## config.mk

```make
export PLATFORM = sky130hd
export DESIGN_NAME = nvram_bus_ctrl
export DESIGN_NICKNAME = d
export VERILOG_FILES = /design/src/rtl/nvc_pkg.sv /design/src/rtl/nvc_startup_gate.sv /design/src/rtl/nvc_phase_timer.sv /design/src/rtl/nvram_bus_ctrl.sv
export SDC_FILE = /design/constraint.sdc
export NUM_CORES = 1
export LEC_CHECK = 0
export ABC_AREA = 1
export BUFFER_PORTS_ARGS = -buffer_cell sky130_fd_sc_hd__buf_2
export CORE_ASPECT_RATIO = 1.4
export CORE_MARGIN = 2
export CORE_UTILIZATION = 57
export CTS_CLUSTER_SIZE = 14
export DETAILED_ROUTE_END_ITERATION = 8
export PLACE_DENSITY = 0.9
export SYNTH_ARGS = -nofsm -noshare
export SYNTH_HDL_FRONTEND = slang
export SYNTH_SLANG_ARGS = --single-unit
```

## constraint.sdc

```tcl
create_clock -name clk -period 2.5 [get_ports clk]
set_input_delay 0 -clock clk [delete_from_list [all_inputs] [get_ports clk]]
set_output_delay 0 -clock clk [all_outputs]
set_load 0.1 [all_outputs]
```

## src/rtl/nvc_pkg.sv

```systemverilog
package nvc_pkg;

  typedef enum logic [2:0] {
    S_IDLE,
    S_RD_ACC,
    S_RD_TURN,
    S_WR_SETUP,
    S_WR_PULSE,
    S_WR_RECOV
  } nvc_state_e;

  // Whole cycles covering a nanosecond minimum, never fewer than one.
  function automatic int ns_to_cyc(input int ns, input int period);
    int c;
    c = (ns + period - 1) / period;
    if (c < 1) c = 1;
    return c;
  endfunction

  function automatic int max2(input int a, input int b);
    return (a > b) ? a : b;
  endfunction

endpackage

```

## src/rtl/nvc_startup_gate.sv

```systemverilog
module nvc_startup_gate #(
  parameter int N_START = 200000
) (
  input  logic clk,
  input  logic rst_n,
  input  logic hold,
  output logic open
);
  localparam int SW = $clog2(N_START + 1);

  logic [SW-1:0] cnt;

  assign open = (cnt == SW'(N_START));

  always_ff @(posedge clk or negedge rst_n) begin
    if (!rst_n)        cnt <= '0;
    else if (hold)     cnt <= '0;
    else if (!open)    cnt <= cnt + 1'b1;
  end
endmodule

```

## src/rtl/nvc_phase_timer.sv

```systemverilog
module nvc_phase_timer #(
  parameter int W = 4
) (
  input  logic         clk,
  input  logic         rst_n,
  input  logic         load,
  input  logic [W-1:0] load_val,
  output logic         expired
);
  logic [W-1:0] cnt;

  assign expired = (cnt == '0);

  always_ff @(posedge clk or negedge rst_n) begin
    if (!rst_n)        cnt <= '0;
    else if (load)     cnt <= load_val;
    else if (!expired) cnt <= cnt - 1'b1;
  end
endmodule

```

## src/rtl/nvram_bus_ctrl.sv

```systemverilog
module nvram_bus_ctrl
  import nvc_pkg::*;
#(
  parameter int ADDR_W        = 19,
  parameter int DATA_W        = 8,
  parameter int CLK_PERIOD_NS = 10,
  parameter int T_CYCLE_NS    = 35,
  parameter int T_ACCESS_NS   = 35,
  parameter int T_OE_ACC_NS   = 15,
  parameter int T_WP_NS       = 15,
  parameter int T_DS_NS       = 10,
  parameter int T_AW_NS       = 18,
  parameter int T_WR_NS       = 12,
  parameter int T_TURN_NS     = 15,
  parameter int T_STARTUP_NS  = 2000000
) (
  input  logic              clk,
  input  logic              rst_n,
  input  logic              supply_lost,
  input  logic              req_valid,
  output logic              req_ready,
  input  logic              req_we,
  input  logic [ADDR_W-1:0] req_addr,
  input  logic [DATA_W-1:0] req_wdata,
  output logic [DATA_W-1:0] rd_data,
  output logic              done,
  output logic [ADDR_W-1:0] mem_addr,
  output logic              mem_ce_n,
  output logic              mem_we_n,
  output logic              mem_oe_n,
  output logic [DATA_W-1:0] mem_dq_out,
  output logic              mem_dq_drive,
  input  logic [DATA_W-1:0] mem_dq_in
);
  localparam int P       = CLK_PERIOD_NS;
  localparam int N_RD    = max2(ns_to_cyc(T_ACCESS_NS, P), ns_to_cyc(T_OE_ACC_NS, P));
  localparam int N_TURN  = ns_to_cyc(T_TURN_NS, P);
  localparam int N_WP    = max2(max2(ns_to_cyc(T_WP_NS, P), ns_to_cyc(T_DS_NS, P)),
                                max2(ns_to_cyc(T_AW_NS, P) - 1, 1));
  localparam int N_REC   = max2(ns_to_cyc(T_WR_NS, P), ns_to_cyc(T_CYCLE_NS, P) - 1 - N_WP);
  localparam int N_START = ns_to_cyc(T_STARTUP_NS, P);
  localparam int N_MAX   = max2(max2(N_RD, N_TURN), max2(N_WP, N_REC));
  localparam int CW      = $clog2(N_MAX + 1);

  nvc_state_e        state;
  logic              ce_q, we_q, oe_q, drv_q, done_q;
  logic [ADDR_W-1:0] addr_q;
  logic [DATA_W-1:0] wd_q, rd_q;

  // Named internal events
  logic          start_done;
  logic          phase_done;
  logic          accept;
  logic          rd_capture;
  logic          wr_end;
  logic          tmr_load;
  logic [CW-1:0] tmr_val;

  nvc_startup_gate #(.N_START(N_START)) u_gate (
    .clk   (clk),
    .rst_n (rst_n),
    .hold  (supply_lost),
    .open  (start_done)
  );

  nvc_phase_timer #(.W(CW)) u_timer (
    .clk      (clk),
    .rst_n    (rst_n),
    .load     (tmr_load),
    .load_val (tmr_val),
    .expired  (phase_done)
  );

  assign req_ready  = (state == S_IDLE) && start_done && !supply_lost;
  assign accept     = req_valid && req_ready;
  assign rd_capture = (state == S_RD_ACC) && phase_done;
  assign wr_end     = (state == S_WR_PULSE) && phase_done;

  always_comb begin
    tmr_load = 1'b0;
    tmr_val  = '0;
    if (supply_lost) begin
      tmr_load = 1'b1;
    end else begin
      unique case (state)
        S_IDLE:     if (accept && !req_we) begin tmr_load = 1'b1; tmr_val = CW'(N_RD - 1); end
        S_WR_SETUP: begin tmr_load = 1'b1; tmr_val = CW'(N_WP - 1); end
        S_WR_PULSE: if (wr_end) begin tmr_load = 1'b1; tmr_val = CW'(N_REC - 1); end
        S_RD_ACC:   if (rd_capture) begin tmr_load = 1'b1; tmr_val = CW'(N_TURN - 1); end
        default:    ;
      endcase
    end
  end

  always_ff @(posedge clk or negedge rst_n) begin
    if (!rst_n) begin
      state  <= S_IDLE;
      ce_q   <= 1'b1;
      we_q   <= 1'b1;
      oe_q   <= 1'b1;
      drv_q  <= 1'b0;
      done_q <= 1'b0;
      addr_q <= '0;
      wd_q   <= '0;
      rd_q   <= '0;
    end else if (supply_lost) begin
      state  <= S_IDLE;
      ce_q   <= 1'b1;
      we_q   <= 1'b1;
      oe_q   <= 1'b1;
      drv_q  <= 1'b0;
      done_q <= 1'b0;
    end else begin
      done_q <= 1'b0;
      unique case (state)
        S_IDLE: if (accept) begin
          addr_q <= req_addr;
          ce_q   <= 1'b0;
          if (req_we) begin
            wd_q  <= req_wdata;
            state <= S_WR_SETUP;
          end else begin
            oe_q  <= 1'b0;
            state <= S_RD_ACC;
          end
        end
        S_WR_SETUP: begin
          we_q  <= 1'b0;
          drv_q <= 1'b1;
          state <= S_WR_PULSE;
        end
        S_WR_PULSE: if (wr_end) begin
          we_q  <= 1'b1;
          ce_q  <= 1'b1;
          state <= S_WR_RECOV;
        end
        S_WR_RECOV: begin
          drv_q <= 1'b0;
          if (phase_done) begin
            state  <= S_IDLE;
            done_q <= 1'b1;
          end
        end
        S_RD_ACC: if (rd_capture) begin
          rd_q  <= mem_dq_in;
          ce_q  <= 1'b1;
          oe_q  <= 1'b1;
          state <= S_RD_TURN;
        end
        S_RD_TURN: if (phase_done) begin
          state  <= S_IDLE;
          done_q <= 1'b1;
        end
        default: state <= S_IDLE;
      endcase
    end
  end

  assign mem_addr     = addr_q;
  assign mem_ce_n     = ce_q;
  assign mem_we_n     = we_q;
  assign mem_oe_n     = oe_q;
  assign mem_dq_out   = wd_q;
  assign mem_dq_drive = drv_q;
  assign rd_data      = rd_q;
  assign done         = done_q;

  // Length of the current write-strobe low phase, for the width check
  logic [CW:0] we_low_len;
  always_ff @(posedge clk or negedge rst_n) begin
    if (!rst_n)                 we_low_len <= '0;
    else if (mem_we_n)          we_low_len <= '0;
    else if (we_low_len != '1)  we_low_len <= we_low_len + 1'b1;
  end

  a_r2_locked_strobes: assert property (@(posedge clk) disable iff (!rst_n)
    !start_done |-> (mem_ce_n && mem_we_n && mem_oe_n));

  a_r2_select_after_start: assert property (@(posedge clk) disable iff (!rst_n)
    $fell(mem_ce_n) |-> $past(start_done));

  a_r3_loss_quiets_bus: assert property (@(posedge clk) disable iff (!rst_n)
    supply_lost |=> (mem_ce_n && mem_we_n && mem_oe_n && !mem_dq_drive && !done));

  a_r5_capture_in_window: assert property (@(posedge clk) disable iff (!rst_n)
    rd_capture |-> (!mem_ce_n && !mem_oe_n && mem_we_n));

  a_r5_done_single: assert property (@(posedge clk) disable iff (!rst_n)
    done |=> !done);

  a_r6_oe_high_in_write: assert property (@(posedge clk) disable iff (!rst_n)
    !mem_we_n |-> mem_oe_n);

  a_r6_pulse_width: assert property (@(posedge clk) disable iff (!rst_n)
    $rose(mem_we_n) |-> (we_low_len >= (CW+1)'(N_WP)));

  a_r7_drive_safe: assert property (@(posedge clk) disable iff (!rst_n)
    mem_dq_drive |-> mem_oe_n);

  a_r8_addr_held_in_write: assert property (@(posedge clk) disable iff (!rst_n)
    !mem_we_n |=> $stable(mem_addr));

endmodule

```

==> reports/results.tsv, run 1 <==
stage	metric	value	unit
run_status	outcome	complete, no violations	
route	via count	3061	
sta	Hold Worst Slack	0.0524	ns
clocking	Clock Tree Buf Depth	2	
sta	RSZ-0062 raised after global routing	false	
die	Core ar.	5410	µm²
sta	Final Hold Viols	0	
clocking	TritonCTS clock tree	done	
clocking	clk_lat worst skew	0.36	ns
clocking	register clock-pin slew on the reported worst setup and hold paths	0.07	ns
die	Site Rows	32	
placement	HPWL Detailed	5040	µm
logic_synthesis	EDFF count, synth	0	
logic_synthesis	Synthesis Warnings	0	
final_layout	FILL cells	324	
route	Routed Wire Length	9120	µm
logic_synthesis	Seq/Total Area, Yosys	51.1	%
sta	slew margin rel.	51.3	%
final_layout	final core occ	77.6	%
final_layout	ant diodes	0	
sta	max-slew violation count	0	
critical_path	critical path class	flop to output port	
sta	Tcrit/Tclk final	91.0	%
power_and_ir_drop	Tot Pwr	3.96	mW
global_routing	first-pass GRT wire length	15000	µm
logic_synthesis	Syn Nets	408	
die	die height	91.8	µm
sta	Worst Tran Pin Value	0.729	ns
die	Initial Utilization	58.1	%
critical_path	worst-path maximum fanout	10	
critical_path	Critical Path RT	2.50	ns
die	io pins	81	
sta	post-layout min period	2.27	ns
route	Post-route DRC	0	
power_and_ir_drop	Peak VDD IR	0.00111	V
logic_synthesis	count of state elements after synthesis	64	
global_routing	initial antenna violation count	0	
global_routing	GRT overflow	0	
clocking	hold_buf cts	36	
final_layout	most common cell after layout, fill and taps aside	nand2_1	
final_layout	layout cells sized above 1	26.2	%
route	starting DRC count in detailed routing	307	
placement	Placed Area	3590	µm²
clocking	post-CTS sizing	0	
placement	port bufs	80	
critical_path	Startpoint Class	flop	
critical_path	Worst EP arrival	2.27	ns
route	post-DR vias/cell	5.51	
global_routing	largest net degree at the start of global routing	35	
critical_path	Critical Path End Type	output port	
logic_synthesis	prevailing post-synth register cell	dfrtp_1	
route	drt pass-1 iters	5	
final_layout	most frequent cells in the layout	nand2_1, buf_2, dfrtp_1	
final_layout	# nets final	527	
clocking	CTS Buf Count	9	
logic_synthesis	Mapped Cells	364	
die	die area	6130	µm²
hold_path	hold depth	2	
sta	Clock Skew	0.0163	ns
sta	fmax	440	MHz
logic_synthesis	syn avg cell area	8.62	µm²
clocking	CTS Sinks	64	
power_and_ir_drop	PD cells	944	nW/µm²
run	max_cap viols	0	
clocking	CTS root buffer	clkbuf_8	
placement	routability cong.	0.899	
route	WL/cell	16.4	µm
power_and_ir_drop	leakage	2.30	nW
critical_path	Worst R2R Path Depth	8	
logic_synthesis	Synth async-reset ratio	100	%
final_layout	footprint of the multi-input gates	1290	µm²
sta	Setup TNS	0	ns
route	Final ANT Viol Nets	0	
final_layout	area growth from synthesis to layout	33.6	%
clocking	# Post-CTS Setup Buffers	0	
global_routing	Tot GR Track Use	33.5	%
sta	final setup fails	0	
final_layout	final instance area	4200	µm²
final_layout	Reg area	1610	µm²
logic_synthesis	Unique masters post-synth	35	
die	die width	66.7	µm
global_routing	vias in the first global route	3162	
logic_synthesis	synthesized area	3140	µm²
hold_path	HP Class	primary input to flop	
clocking	H-tree depth	3	
## worst max-delay path, cell delays in order, from the launching register on
cell,delay [ns]
dfrtp_1,0.42
inv_1,0.08
ha_1,0.17
nand4_1,0.12
nand3b_4,0.21
nor3_4,0.40
buf_2,0.52
## cell type report
cell class / instances / share of cell area, %
clock buffer: 11 / 3.37
clock inverter: 5 / 2.48
inverter: 47 / 4.21
multi-input combinational: 243 / 30.9
sequential: 64 / 38.3
tap: 68 / 2.03
timing repair buffer: 118 / 18.8
## registers in the layout, summed over array words and instances, names as in the netlist
signal	cells
rd_data	8
mem_addr	19
mem_dq_out	8
mem_dq_drive	1
u_gate.cnt	18
mem_we_n	1
mem_ce_n	1
u_timer.cnt	3
state	3
done	1
mem_oe_n	1
## report_power, final
group	total [mW]	internal [mW]	switching, mW
clock network	1.11	0.690	0.423
logic	1.57	0.333	1.23
registers	1.28	1.19	0.0940
## worst paths after layout
| path | start | endpoint | slack, ns |
|---|---|---|---|
| max reg2reg | u_gate.cnt[0]$_DFFE_PN0P_ | mem_addr[11]$_DFFE_PN0P_ | 0.51 |
| max | u_gate.cnt[0]$_DFFE_PN0P_ | req_ready | 0.23 |
| min | supply_lost | u_gate.cnt[16]$_DFFE_PN0P_ | 0.05 |
| max in group asynchronous | rst_n | mem_we_n$_DFFE_PN1P_ | 1.58 |
| min reg2reg | mem_ce_n$_DFFE_PN1P_ | mem_ce_n$_DFFE_PN1P_ | 0.46 |
| min in group asynchronous | rst_n | mem_addr[16]$_DFFE_PN0P_ | 0.22 |
## metal layers
layer	vias to the layer above	GRT usage, %	share of wire, %
met5	-	0	0
met4	0	22.6	6.1
met3	49	7.48	4.7
met2	130	57.4	55
met1	1467	35.5	34
li1	1415	-	-
## kinds of logic (layout without fill, tap and decap cells)
| family | after synthesis | count (layout) | synth area share, % |
|---|---|---|---|
| simple gates | 187 | 187 | 27.6 |
| flops | 64 | 64 | 51.1 |
| buf+inv | 57 | 181 | 7.61 |
| compound gates | 41 | 41 | 8.33 |
| mux | 8 | 8 | 2.87 |
| fa+ha+maj | 4 | 4 | 1.59 |
| xor+xnor | 3 | 3 | 0.837 |
## cell usage after synthesis, drive strengths merged (3+ instances only)
cell / instances / share of area [%]
ha: 4 / 1.6
dfstp: 3 / 2.5
xor2: 3 / 0.84
mux2: 8 / 2.9
nand2: 91 / 11
o21ai: 22 / 4.5
clkbuf: 4 / 0.48
inv: 47 / 5.6
nor3: 6 / 1.3
nand3: 40 / 6.7
dfrtp: 61 / 49
nor2: 37 / 4.9
a21oi: 12 / 1.9
buf: 6 / 1.5
nand4: 8 / 2.1
nor4: 3 / 0.60
## through the flow
stage	setup slack, ns	instances
3_3_place_gp	0.722	504
4_1_cts	0.283	556
2_1_floorplan	0.798	364
6_report	0.226	556
5_1_grt	0.0854	556
3_5_place_dp	0.646	504
(Power assumes the default switching activity.)
==> run 2, diff against run 1 <==
ABC_AREA = default   (was 1)
CORE_UTILIZATION = 56   (was 57)
PLACE_DENSITY = 0.89   (was 0.9)
==> reports/results.tsv, run 2 <==
stage	metric	value	unit	change
sta	Setup TNS	0	ns	unchanged
sta	fmax	418	MHz	was 440 MHz
global_routing	vias in the first global route	3009		was 3,162
sta	final setup fails	0		unchanged
critical_path	critical path class	flop to flop		was flop to output port
clocking	CTS Buf Count	9		unchanged
critical_path	Startpoint Class	flop		unchanged
final_layout	most common cell after layout, fill and taps aside	buf_2		was nand2_1
logic_synthesis	syn avg cell area	11.4	µm²	was 8.62 µm²
logic_synthesis	post-synthesis mux area share	15.1	%	was 2.87%
die	Initial Utilization	58.1	%	about the same
logic_synthesis	prevailing post-synth register cell	dfrtp_1		unchanged
critical_path	Critical Path End Type	flop		was output port
run	max_cap viols	0		unchanged
hold_path	HP Class	primary input to flop		unchanged
route	post-DR vias/cell	6.07		was 5.51
logic_synthesis	most common library cells after synthesis	dfrtp_1, mux2_2, nor2_1		was nand2_1, dfrtp_1, inv_1
final_layout	final core occ	80.0	%	was 77.6%
logic_synthesis	Syn Nets	308		was 408
logic_synthesis	Seq/Total Area, Yosys	53.2	%	was 51.1%
critical_path	Slowest-stage cell, CP	dfrtp_1		was buf_2
sta	slew margin rel.	54.4	%	was 51.3%
power_and_ir_drop	P_int	2.24	mW	was 2.21 mW
critical_path	Worst EP arrival	2.63	ns	was 2.27 ns
critical_path	FF-to-FF setup slack	0.11	ns	was 0.51 ns
die	io pins	81		unchanged
logic_synthesis	count of state elements after synthesis	64		unchanged
logic_synthesis	largest cells by area after synthesis	dfrtp_1, mux2_2, mux2_4		was dfrtp_1, nand2_1, nand3_1
final_layout	area growth from synthesis to layout	37.8	%	was 33.6%
logic_synthesis	XOR/XNOR share of the synthesized area	3.48	%	was 0.837%
placement	port bufs	80		unchanged
route	starting DRC count in detailed routing	273		was 307
power_and_ir_drop	Tot Pwr	3.78	mW	was 3.96 mW
logic_synthesis	largest family of logic cells by synthesized area	simple AND/OR/NAND/NOR gates		unchanged
die	die area	6000	µm²	was 6130 µm²
route	Final ANT Viol Nets	0		unchanged
final_layout	# nets final	432		was 527
final_layout	post-route insts no fill	460		was 556
placement	placed cells	407		was 504
logic_synthesis	EDFF count, synth	0		unchanged
clocking	TritonCTS clock tree	done		unchanged
placement	Placed Area	3540	µm²	was 3590 µm²
clocking	# Post-CTS Setup Buffers	0		unchanged
logic_synthesis	Compound-Gate Fraction of Synth Area	6.96	%	was 8.33%
die	die width	66.1	µm	was 66.7 µm
route	Routed Wire Length	9970	µm	was 9120 µm
logic_synthesis	Synthesis Warnings	0		unchanged
critical_path	worst-path maximum fanout	20		was 10
logic_synthesis	synthesized area	3020	µm²	was 3140 µm²
power_and_ir_drop	PD cells	908	nW/µm²	was 944 nW/µm²
logic_synthesis	Synth async-reset ratio	100	%	unchanged
logic_synthesis	Post-Synth Simple-Gate Area	16.0	%	was 27.6%
logic_synthesis	Mapped Cells	264		was 364
logic_synthesis	Synth Area in Adders	1.66	%	was 1.59%
die	Site Rows	31		was 32
route	via count	2792		was 3,061
placement	worst slack, placed	0.289	ns	was 0.646 ns
final_layout	max FFs per register	19		unchanged
final_layout	final instance area	4160	µm²	was 4200 µm²
route	Post-route DRC	0		unchanged
global_routing	initial antenna violation count	1		was 0
route	WL/cell	21.7	µm	was 16.4 µm
power_and_ir_drop	Sequential Power Share	32.8	%	was 32.4%
clocking	register clock-pin slew on the reported worst setup and hold paths	0.07	ns	about the same
sta	Tcrit/Tclk final	95.7	%	was 91.0%
critical_path	CP max stage delay	0.47	ns	was 0.52 ns
sta	Final Hold Viols	0		unchanged
placement	routability cong.	0.817		was 0.899
power_and_ir_drop	combinational group share of total power	36.4	%	was 39.5%
clocking	Clock Tree Buf Depth	2		unchanged
sta	Clock Skew	0.0206	ns	was 0.0163 ns
logic_synthesis	Yosys top cell by area	dfrtp_1		unchanged
critical_path	crit-path most repeated cell	buf_4		
power_and_ir_drop	leakage	2.06	nW	was 2.30 nW
global_routing	Tot GR Track Use	35.3	%	was 33.5%
sta	Hold Worst Slack	0.0390	ns	was 0.0524 ns
clocking	CTS root buffer	clkbuf_8		unchanged
critical_path	Critical Path RT	2.74	ns	was 2.50 ns
power_and_ir_drop	sw frac	40.8	%	was 44.2%
global_routing	GRT overflow	0		unchanged
global_routing	largest net degree at the start of global routing	37		was 35
clocking	H-tree depth	3		unchanged
die	Core ar.	5200	µm²	was 5410 µm²
final_layout	layout cells sized above 1	38.4	%	was 26.2%
power_and_ir_drop	clock share of power	30.8	%	was 28.1%
logic_synthesis	Unique masters post-synth	43		was 35
final_layout	most frequent cells in the layout	buf_2, dfrtp_1, dlygate4sd3_1		was nand2_1, buf_2, dfrtp_1
sta	Worst Tran Pin Value	0.685	ns	was 0.729 ns
global_routing	first-pass GRT wire length	15300	µm	was 15,000 µm
power_and_ir_drop	Psw	1.54	mW	was 1.75 mW
route	drt pass-1 iters	7		was 5
sta	max-slew violation count	0		unchanged
logic_synthesis	Yosys top cell area share	50.6	%	was 48.6%
clocking	clk_lat worst skew	0.37	ns	was 0.36 ns
sta	final worst slack	0.107	ns	was 0.226 ns
power_and_ir_drop	Peak VDD IR	0.000519	V	was 0.00111 V
clocking	CTS Sinks	64		unchanged
sta	post-layout min period	2.39	ns	was 2.27 ns
placement	HPWL Detailed	5040	µm	about the same
logic_synthesis	most common cell in the netlist	dfrtp_1		was nand2_1
critical_path	critical-path cell list	nor4b_1 -> buf_4 -> nand4_1 -> nor3_2 -> buf_4 -> mux2_2		was inv_1 -> ha_1 -> nand4_1 -> nand3b_4 -> nor3_4 -> buf_2
run_status	outcome	complete, no violations		unchanged
die	die height	90.9	µm	was 91.8 µm
sta	RSZ-0062 raised after global routing	false		unchanged
## run 2: changes by cell type in the layout (fill, tap and decap cells not counted), sizes merged, moves of 5 or more
cell | before | now
buf | 82 | 90
inv | 47 | 11
mux2 | 8 | 36
nand2 | 91 | 12
nand3 | 40 | 11
nor2 | 37 | 15
nor2b | 0 | 6
o21ai | 22 | 7
or4 | 0 | 5
xor2 | 3 | 8
## run 2: path summary, 6_finish.rpt
kind,endpoint,from,depth (start not counted)
worst max-delay path,mem_addr[17]$_DFFE_PN0P_,u_gate.cnt[3]$_DFFE_PN0P_,6
worst min-delay path,u_timer.cnt[1]$_DFFE_PN0P_,req_we,3
worst max register to register,mem_addr[17]$_DFFE_PN0P_,u_gate.cnt[3]$_DFFE_PN0P_,6
worst min register to register,mem_addr[11]$_DFFE_PN0P_,mem_addr[11]$_DFFE_PN0P_,1
max in group asynchronous,u_gate.cnt[1]$_DFFE_PN0P_,rst_n,3
min in group asynchronous,rd_data[0]$_DFFE_PN0P_,rst_n,2
## run 2: power by group through the flow
stage | Clock [mW] | Combinational (mW) | Sequential [mW]
after floorplan | 0 | 0.450 | 1.78
after global placement | 0 | 1.24 | 1.23
after detailed placement | 0 | 1.27 | 1.24
after CTS | 1.14 | 1.33 | 1.22
after global routing | 1.20 | 1.44 | 1.25
final | 1.16 | 1.37 | 1.24
## run 2: cell type report
class	count	area, µm²
Fill cell	273	1040
Sequential cell	64	1610
Antenna cell	1	2.50
Timing Repair Buffer	127	858
Clock inverter	6	115
Tap cell	66	82.6
Clock buffer	10	138
Inverter	10	37.5
Multi-Input combinational cell	176	1320
## run 2: kinds of logic (layout without fill, tap and decap cells)
| logic type | Yosys count | in the layout |
|---|---|---|
| buf+inv | 24 | 153 |
| flops | 64 | 64 |
| compound gates | 34 | 34 |
| xor+xnor | 12 | 12 |
| mux | 38 | 38 |
| simple gates | 88 | 88 |
| other cells | 0 | 1 |
| fa+ha+maj | 4 | 4 |
## run 2: per-layer routing
layer	GRT usage [%]	share of wire (%)
met4	27.4	8.0
met3	11.8	7.5
met5	0	0
met2	61.4	54
met1	32.0	31
## run 2: repair_timing
item,in CTS,in global routing
hold endpoints to repair,60,0
hold buffers,36,0
resized for setup,0,2
setup endpoints to repair,0,20
## run 2: worst max-delay path: cells and delay by family (launching register included)
kind                   cells  cell delay (ns)
DFF                        1             0.47
buffers and inverters      2             0.55
and+or+nand+nor            3             0.84
muxes                      1             0.41
==> run 3, diff against run 2 <==
CORE_UTILIZATION = 30   (was 56)
PLACE_DENSITY = 0.55   (was 0.89)
==> reports/results.tsv, run 3 (synthesis results as in run 2) <==
stage	metric	value	unit	change
run_status	outcome	complete, no violations		unchanged
critical_path	CP max stage delay	0.63	ns	was 0.47 ns
placement	routability cong.	0.783		was 0.817
sta	Clock Skew	0.00815	ns	was 0.0206 ns
final_layout	area growth from synthesis to layout	41.6	%	was 37.8%
critical_path	CP Depth	4		was 6
clocking	# Post-CTS Setup Buffers	0		unchanged
clocking	CTS root buffer	clkbuf_16		was clkbuf_8
critical_path	Critical Path End Type	flop		unchanged
route	Post-route DRC	0		unchanged
sta	final setup fails	0		unchanged
clocking	post-CTS sizing	0		unchanged
final_layout	max FFs per register	19		unchanged
route	Routed Wire Length	7370	µm	was 9970 µm
final_layout	most frequent cells in the layout	buf_2, dfrtp_1, dlygate4sd3_1		unchanged
sta	final worst slack	0.259	ns	was 0.107 ns
hold_path	HP Class	primary input to flop		unchanged
critical_path	Worst Setup SP	u_gate.cnt[7]$_DFFE_PN0P_		was u_gate.cnt[3]$_DFFE_PN0P_
die	io pins	81		unchanged
sta	Final Hold Viols	0		unchanged
hold_path	hold depth	3		unchanged
placement	port bufs	80		unchanged
route	starting DRC count in detailed routing	89		was 273
sta	Setup TNS	0	ns	unchanged
clocking	Clock Tree Buf Depth	2		unchanged
sta	fmax	446	MHz	was 418 MHz
clocking	TritonCTS clock tree	done		unchanged
hold_path	hold path startpoint	req_we		unchanged
power_and_ir_drop	PD cells	872	nW/µm²	was 908 nW/µm²
die	die area	10900	µm²	was 6000 µm²
die	Site Rows	43		was 31
critical_path	critical-path cell list	nor4_1 -> nand3_1 -> or4_4 -> mux2_4		was nor4b_1 -> buf_4 -> nand4_1 -> nor3_2 -> buf_4 -> mux2_2
final_layout	layout cells sized above 1	38.2	%	was 38.4%
clocking	hold_buf cts	36		unchanged
sta	post-layout min period	2.24	ns	was 2.39 ns
placement	worst slack, placed	0.306	ns	was 0.289 ns
sta	max-slew violation count	0		unchanged
global_routing	initial antenna violation count	0		was 1
critical_path	FF-to-FF Start	u_gate.cnt[7]$_DFFE_PN0P_		was u_gate.cnt[3]$_DFFE_PN0P_
global_routing	largest net degree at the start of global routing	43		was 37
route	post-DR vias/cell	4.71		was 6.07
clocking	clk_lat worst skew	0.32	ns	was 0.37 ns
sta	slew margin rel.	64.4	%	was 54.4%
sta	Worst Tran Pin Value	0.534	ns	was 0.685 ns
final_layout	final instance area	4280	µm²	was 4160 µm²
final_layout	# nets final	433		was 432
global_routing	GRT overflow	0		unchanged
clocking	CTS Sinks	64		unchanged
critical_path	worst-path maximum fanout	8		was 20
sta	RSZ-0062 raised after global routing	false		unchanged
clocking	H-tree depth	3		unchanged
placement	HPWL Detailed	4980	µm	was 5040 µm
die	Core ar.	9850	µm²	was 5200 µm²
sta	Tcrit/Tclk final	89.6	%	was 95.7%
die	Initial Utilization	30.7	%	was 58.1%
critical_path	CP top delay family	simple AND/OR/NAND/NOR gates		unchanged
power_and_ir_drop	Peak VDD IR	0.000344	V	was 0.000519 V
clocking	CTS Buf Count	9		unchanged
final_layout	final core occ	43.4	%	was 80.0%
route	drt pass-1 iters	4		was 7
critical_path	WP buf/inv	0		was 2
route	via count	2486		was 2,792
power_and_ir_drop	leakage	2.08	nW	was 2.06 nW
critical_path	Critical Path RT	2.70	ns	was 2.74 ns
global_routing	first-pass GRT wire length	11700	µm	was 15,300 µm
critical_path	Startpoint Class	flop		unchanged
die	die height	123	µm	was 90.9 µm
clocking	register clock-pin slew on the reported worst setup and hold paths	0.06	ns	was 0.07 ns
critical_path	Worst R2R Path Depth	4		was 6
global_routing	Tot GR Track Use	13.8	%	was 35.3%
critical_path	Slowest-stage cell, CP	or4_4		was dfrtp_1
route	Final ANT Viol Nets	0		unchanged
critical_path	critical path class	flop to flop		unchanged
global_routing	vias in the first global route	2536		was 3,009
route	WL/cell	14.0	µm	was 21.7 µm
final_layout	most common cell after layout, fill and taps aside	buf_2		unchanged
run	max_cap viols	0		unchanged
die	die width	88.8	µm	was 66.1 µm
critical_path	Worst EP arrival	2.45	ns	was 2.63 ns
final_layout	ant diodes	0		was 1
placement	Placed Area	3630	µm²	was 3540 µm²
## run 3: through the flow
step / instances / power [mW] / hold WS, ns
global placement: 477 / 2.49 / 0.00863
detailed placement: 477 / 2.51 / 0.0123
floorplan: 264 / 2.23 / -0.296
CTS: 528 / 3.78 / 0.0713
global route: 528 / 3.92 / 0.100
finish: 528 / 3.73 / 0.0710
## run 3: tightest hold or removal path: cells and delay by family
kind            cells  cell delay [ns]
simple gates        1             0.15
buf+inv             1             0.14
compound gates      1             0.06
## run 3: path summary, 6_finish.rpt
check,end,slack (ns)
max,mem_dq_out[1]$_DFFE_PN0P_,0.26
min,u_timer.cnt[1]$_DFFE_PN0P_,0.07
max reg2reg,mem_dq_out[1]$_DFFE_PN0P_,0.26
min reg2reg,rd_data[7]$_DFFE_PN0P_,0.50
max in group asynchronous,mem_ce_n$_DFFE_PN1P_,1.81
min in group asynchronous,mem_dq_out[5]$_DFFE_PN0P_,0.21
## run 3: area by class of cell
cell class / count / area [µm²]
clock buffer: 9 / 225
tap: 135 / 169
clock inverter: 6 / 61.3
multi-input combinational: 176 / 1320
sequential: 64 / 1610
fill: 953 / 5570
timing repair buffer: 128 / 863
inverter: 10 / 37.5
## run 3: where the power goes
part | switching (mW) | total [mW] | internal, mW
registers | 0.0604 | 1.22 | 1.16
logic | 0.934 | 1.31 | 0.378
clock network | 0.437 | 1.20 | 0.761
## run 3: layer usage
| layer | global-route usage [%] | wire length (µm) |
|---|---|---|
| met1 | 15.3 | 2890 |
| met2 | 24.5 | 4060 |
| met3 | 2.29 | 231 |
| met4 | 7.48 | 192 |
| met5 | 0 | 0 |
